### config.mk
export PLATFORM = sky130hd
export DESIGN_NAME = pix_readout_seq
export DESIGN_NICKNAME = d
export VERILOG_FILES = /design/src/rtl/rdo_pkg.sv /design/src/rtl/rdo_window.sv /design/src/rtl/rdo_burst.sv /design/src/rtl/pix_readout_seq.sv
export SDC_FILE = /design/constraint.sdc
export NUM_CORES = 1
export LEC_CHECK = 0
export ABC_AREA = 1
export ABC_CLOCK_PERIOD_IN_PS = 5800
export BUFFER_PORTS_ARGS = -buffer_cell sky130_fd_sc_hd__buf_2
export CAP_MARGIN = 20
export CORE_MARGIN = 5
export CORE_UTILIZATION = 30
export CTS_BUF_LIST = sky130_fd_sc_hd__clkbuf_2
export DETAILED_ROUTE_END_ITERATION = 16
export HOLD_SLACK_MARGIN = 0.05
export SYNTH_ARGS = -nofsm -noshare
export SYNTH_HDL_FRONTEND = slang
export SYNTH_SLANG_ARGS = --single-unit
export TNS_END_PERCENT = 10
### constraint.sdc
create_clock -name clk_i -period 5.8 [get_ports clk_i]
set_clock_uncertainty 0.15 [all_clocks]
set_input_delay 0.29 -clock clk_i [delete_from_list [all_inputs] [get_ports clk_i]]
set_output_delay 0.29 -clock clk_i [all_outputs]
set_load 0.005 [all_outputs]
### src/rtl/rdo_pkg.sv
package rdo_pkg;
  typedef enum logic [1:0] {
    ST_IDLE  = 2'd0,
    ST_WIN   = 2'd1,
    ST_BURST = 2'd2
  } rdo_state_e;
endpackage

### src/rtl/rdo_window.sv
// One analog window: optional conversion of the held pixel, optional settle/integrate/hold of the next.
module rdo_window #(
  parameter int TW = 8
) (
  input  logic          clk_i,
  input  logic          rst_ni,
  input  logic          run_i,
  input  logic          an_act_i,
  input  logic          cv_act_i,
  input  logic [TW-1:0] settle_i,
  input  logic [TW-1:0] integ_i,
  input  logic [TW-1:0] conv_i,
  output logic          integ_o,
  output logic          hold_o,
  output logic          conv_start_o,
  output logic          last_o
);
  localparam int CW = TW + 1;

  logic [CW-1:0] cnt, a_len, c_len, len, integ_end;

  always_comb begin
    integ_end = CW'(settle_i) + CW'(integ_i);
    a_len     = an_act_i ? integ_end + CW'(1) : '0;
    c_len     = cv_act_i ? CW'(conv_i) : '0;
    len       = (a_len > c_len) ? a_len : c_len;
  end

  assign last_o       = run_i && (cnt == len - CW'(1));
  assign integ_o      = run_i && an_act_i && (cnt >= CW'(settle_i)) && (cnt < integ_end);
  assign hold_o       = run_i && an_act_i && (cnt == integ_end);
  assign conv_start_o = run_i && cv_act_i && (cnt == '0);

  always_ff @(posedge clk_i or negedge rst_ni) begin
    if (!rst_ni)             cnt <= '0;
    else if (!run_i || last_o) cnt <= '0;
    else                     cnt <= cnt + CW'(1);
  end
endmodule

### src/rtl/rdo_burst.sv
// Serial channel burst: one strobe per channel, each held for the dwell.
module rdo_burst #(
  parameter int N_CH = 32,
  parameter int TW   = 8,
  localparam int CHW = $clog2(N_CH)
) (
  input  logic           clk_i,
  input  logic           rst_ni,
  input  logic           run_i,
  input  logic [TW-1:0]  dwell_i,
  output logic           stb_o,
  output logic [CHW-1:0] ch_o,
  output logic           last_o
);
  logic [TW-1:0] dcnt;
  logic          dwell_end;

  assign dwell_end = (dcnt == dwell_i - TW'(1));
  assign stb_o     = run_i && (dcnt == '0);
  assign last_o    = run_i && dwell_end && (ch_o == CHW'(N_CH - 1));

  always_ff @(posedge clk_i or negedge rst_ni) begin
    if (!rst_ni) begin
      dcnt <= '0;
      ch_o <= '0;
    end else if (!run_i) begin
      dcnt <= '0;
      ch_o <= '0;
    end else if (dwell_end) begin
      dcnt <= '0;
      ch_o <= (ch_o == CHW'(N_CH - 1)) ? '0 : ch_o + CHW'(1);
    end else begin
      dcnt <= dcnt + TW'(1);
    end
  end
endmodule

### src/rtl/pix_readout_seq.sv
module pix_readout_seq
  import rdo_pkg::*;
#(
  parameter int N_CH = 32,
  parameter int TW   = 8,
  parameter int PW   = 8,
  localparam int CHW = $clog2(N_CH)
) (
  input  logic           clk_i,
  input  logic           rst_ni,
  input  logic           start_i,
  input  logic [PW-1:0]  pix_count_i,
  input  logic           fast_i,
  input  logic [TW-1:0]  settle_len_i,
  input  logic [TW-1:0]  integ_len_i,
  input  logic [TW-1:0]  conv_len_i,
  input  logic [TW-1:0]  dwell_len_i,
  input  logic [TW-1:0]  dwell_fast_len_i,
  output logic           integ_o,
  output logic           hold_o,
  output logic           conv_start_o,
  output logic           burst_o,
  output logic [CHW-1:0] burst_ch_o,
  output logic           done_o
);
  rdo_state_e    state;
  logic [PW-1:0] cfg_pix;
  logic [TW-1:0] cfg_settle, cfg_integ, cfg_conv, cfg_dwell;
  logic          an_act, cv_act, pend;
  logic [PW:0]   n_set, n_nxt;
  logic          win_last, burst_last;
  logic          busy, in_burst;

  assign busy     = (state != ST_IDLE);
  assign in_burst = (state == ST_BURST);
  assign n_nxt    = n_set + (PW+1)'(an_act);

  rdo_window #(.TW(TW)) i_window (
    .clk_i        (clk_i),
    .rst_ni       (rst_ni),
    .run_i        (state == ST_WIN),
    .an_act_i     (an_act),
    .cv_act_i     (cv_act),
    .settle_i     (cfg_settle),
    .integ_i      (cfg_integ),
    .conv_i       (cfg_conv),
    .integ_o      (integ_o),
    .hold_o       (hold_o),
    .conv_start_o (conv_start_o),
    .last_o       (win_last)
  );

  rdo_burst #(.N_CH(N_CH), .TW(TW)) i_burst (
    .clk_i   (clk_i),
    .rst_ni  (rst_ni),
    .run_i   (in_burst),
    .dwell_i (cfg_dwell),
    .stb_o   (burst_o),
    .ch_o    (burst_ch_o),
    .last_o  (burst_last)
  );

  always_ff @(posedge clk_i or negedge rst_ni) begin
    if (!rst_ni) begin
      state      <= ST_IDLE;
      cfg_pix    <= '0;
      cfg_settle <= '0;
      cfg_integ  <= '0;
      cfg_conv   <= '0;
      cfg_dwell  <= '0;
      an_act     <= 1'b0;
      cv_act     <= 1'b0;
      pend       <= 1'b0;
      n_set      <= '0;
      done_o     <= 1'b0;
    end else begin
      done_o <= 1'b0;
      unique case (state)
        ST_IDLE: if (start_i) begin
          cfg_pix    <= pix_count_i;
          cfg_settle <= settle_len_i;
          cfg_integ  <= integ_len_i;
          cfg_conv   <= conv_len_i;
          cfg_dwell  <= fast_i ? dwell_fast_len_i : dwell_len_i;
          an_act     <= 1'b1;
          cv_act     <= 1'b0;
          pend       <= 1'b0;
          n_set      <= '0;
          state      <= ST_WIN;
        end
        ST_WIN: if (win_last) begin
          n_set <= n_nxt;
          if (cv_act) begin
            pend  <= an_act;
            state <= ST_BURST;
          end else begin
            // first window: nothing converted yet, go straight to the next window
            cv_act <= 1'b1;
            an_act <= (n_nxt < {1'b0, cfg_pix});
          end
        end
        ST_BURST: if (burst_last) begin
          if (pend) begin
            cv_act <= 1'b1;
            an_act <= (n_set < {1'b0, cfg_pix});
            state  <= ST_WIN;
          end else begin
            cv_act <= 1'b0;
            an_act <= 1'b0;
            done_o <= 1'b1;
            state  <= ST_IDLE;
          end
        end
        default: state <= ST_IDLE;
      endcase
    end
  end
endmodule

==> metrics <==
syn avg cell area=7.222 sq um; Die X=150.2 um; Max Root-Sink Buffers=2; Core Area=19400 sq um; Final Max Tran Viols=0; sequential share of the synthesized area=32.70%; vias in the first global route=5480; Post-synth EDFFs=0; Setup Crit Path Kind=reg2reg; final hold vios=0; reg2reg path depth=29; critical path arrival=5480 ps; Slowest-stage cell, CP=dfrtp_1; fraction of layout cells with a size suffix above 1=11.59%; max frequency=0.1940 GHz; synthesized instance count=between 800 and 900; r2r endpoint=n_set[7]; largest net degree at the start of global routing=78; worst hold path class=in2async; 1st-iter DRT viols=340; Row Count=slightly above 50; PortBufs=61; Worst Tran Pin Value=819.7 ps; number of synthesized register bits=77; commonest non-fill, non-tap cell in the layout=nand2_1; global-route wire length before repair=25770 um; Ant. Diodes=0; WL final=14980 um; Area growth syn-to-layout=21.59%; DR WL/cell=12.52 um; CP endpoint kind=flip-flop; Post-DRT Antenna Nets=0; TNS Setup=0 ps; status=finished clean; Tmin final=5156 ps; Reg2Reg Setup Slack=between 600 and 700 ps; CTS clk-pin slew, worst paths=260 ps; gpl congestion=0.8606; Die ar.=22550 sq um; Final period util=88.89%; via/cell ratio=4.562; # clock sinks=77; startpoint class of the critical path=flip-flop; async set-or-reset flop fraction in the synthesized netlist=100.0%; Initial Utilization=30.38%; maxcap violations=0; detailed-route via count=5461; CTS Root Cell=clkbuf_2; Syn Nets=932; Warnings, synthesis=0; GRT overflow=0; DPL Wire Length=11090 um; CP peak stage delay=470 ps; io pins=62; Total GRT Usage=roughly 14%; initial antenna violation count=0; DRC viols=0; unrepaired setup endpoints after global routing=false; CP max FO=28; CTS tree=yes; Post-CTS Setup Bufs=0; Max transition margin=45.02%; worst flop-to-flop path startpoint=cfg_settle[0]; htree depth=3; final net count=1043; DIE HEIGHT=between 150 and 200 um; Cell Area, Synth=5893 sq um; ys flop type=dfrtp_1; CP required=6130 ps; drt pass-1 iters=4; post-synthesis cell type count=40; CTS Buf Count=9; later-pin clock latency in the skew report=580 ps; commonest non-fill, non-tap cells in the layout=nand2_1, inv_1, dfrtp_1, nor2_1, ha_1; Final setup viols=0
## cells by family (layout without fill, tap and decap cells)
logic type      Yosys count  count (layout)  synth area share [%]
flops                    77              77                 32.70
simple gates            427             427                 32.59
compound gates           90              90                 8.408
xor+xnor                 23              23                 3.418
buf+inv                 135             251                 9.172
fa+ha+maj                64              64                 13.72
## critical path, delay by kind of cell (launching register included)
family	cells	cell delay (ps)
compound gates	3	530
xor+xnor	1	230
buf+inv	2	280
flops	1	470
simple gates	19	2260
fa+ha+maj	4	1140
## stage by stage
stage	std cells	hold slack, ps	cell area (sq um)	util (%)	setup slack, ps
floorplan	816	-155.6	5893	-	1135
global placement	1124	316.8	6439	33.19	692.8
detailed placement	1124	320.2	6439	33.19	516.6
CTS	1196	200.6	7126	36.73	432.5
global route	1197	58.26	7166	36.94	73.75
finish	1197	30.40	7166	36.94	644.2
## final cells by class
cell class                 instances  area (sq um)
fill                            2045         12230
multi-input combinational        604          3446
sequential                        77          1927
timing repair buffer             120         903.4
inverter                         115         431.7
tap                              265         331.6
clock inverter                     7         81.33
clock buffer                       9         45.04
## synth_stat cells (2+ instances only)
cell / n / area [sq um]
inv_2: 2 / 7.510
nand3_2: 4 / 40.04
nor4_1: 3 / 18.77
nor2_2: 2 / 12.51
o21bai_1: 2 / 15.01
nor3_1: 15 / 75.07
nand3_1: 51 / 255.2
nand2_2: 9 / 56.30
ha_1: 63 / 788.3
inv_1: 112 / 420.4
nand4_1: 23 / 143.9
nand2_1: 233 / 874.6
dfrtp_1: 77 / 1927
buf_2: 3 / 15.01
a22o_1: 3 / 26.28
nor2_4: 4 / 45.04
nand3_4: 2 / 35.03
o22ai_1: 6 / 37.54
nor3b_1: 5 / 37.54
a211oi_1: 3 / 22.52
nand3b_1: 6 / 45.04
a21oi_1: 35 / 175.2
xor2_1: 21 / 183.9
clkbuf_1: 12 / 45.04
buf_6: 2 / 22.52
nor2_1: 67 / 251.5
o211ai_1: 2 / 15.01
xnor2_1: 2 / 17.52
o21ai_0: 36 / 180.2
## layer usage
layer  track usage [%]  vias up  wire [um]
li1                  -     2865          -
met1             18.11     2513       7127
met3             2.017       18        338
met5                 0        -          0
met2             24.08       65       7261
met4             4.346        0        253
## registers in the layout, indices dropped and copies added, names as in the netlist
| name | cells |
|---|---|
| i_window.cnt | 9 |
| cv_act | 1 |
| pend | 1 |
| cfg_conv | 8 |
| an_act | 1 |
| done_o | 1 |
| cfg_settle | 8 |
| cfg_dwell | 8 |
| state | 2 |
| i_burst.dcnt | 8 |
| cfg_integ | 8 |
| n_set | 9 |
| i_burst.ch_o | 5 |
| cfg_pix | 8 |
## timing repair
action / 4_1_cts / 5_1_grt
endpoints found under the hold margin: 119 / 0
gates resized for setup: 0 / 3
hold buffers: 56 / 0
endpoints found under the setup margin: 0 / 14
## how the worst max path moves through the flow
| stage | start | end |
|---|---|---|
| 3_3_place_gp | cfg_settle[0] | n_set[8] |
| 4_1_cts | cfg_settle[0] | n_set[6] |
| 3_5_place_dp | cfg_settle[0] | n_set[3] |
| 6_report | cfg_settle[0] | n_set[7] |
| 2_1_floorplan | cfg_settle[0] | n_set[4] |
| 5_1_grt | cfg_settle[0] | n_set[8] |
Power is not shown: default switching activity piles up to over one toggle a cycle in this logic, so the estimate is an artifact.
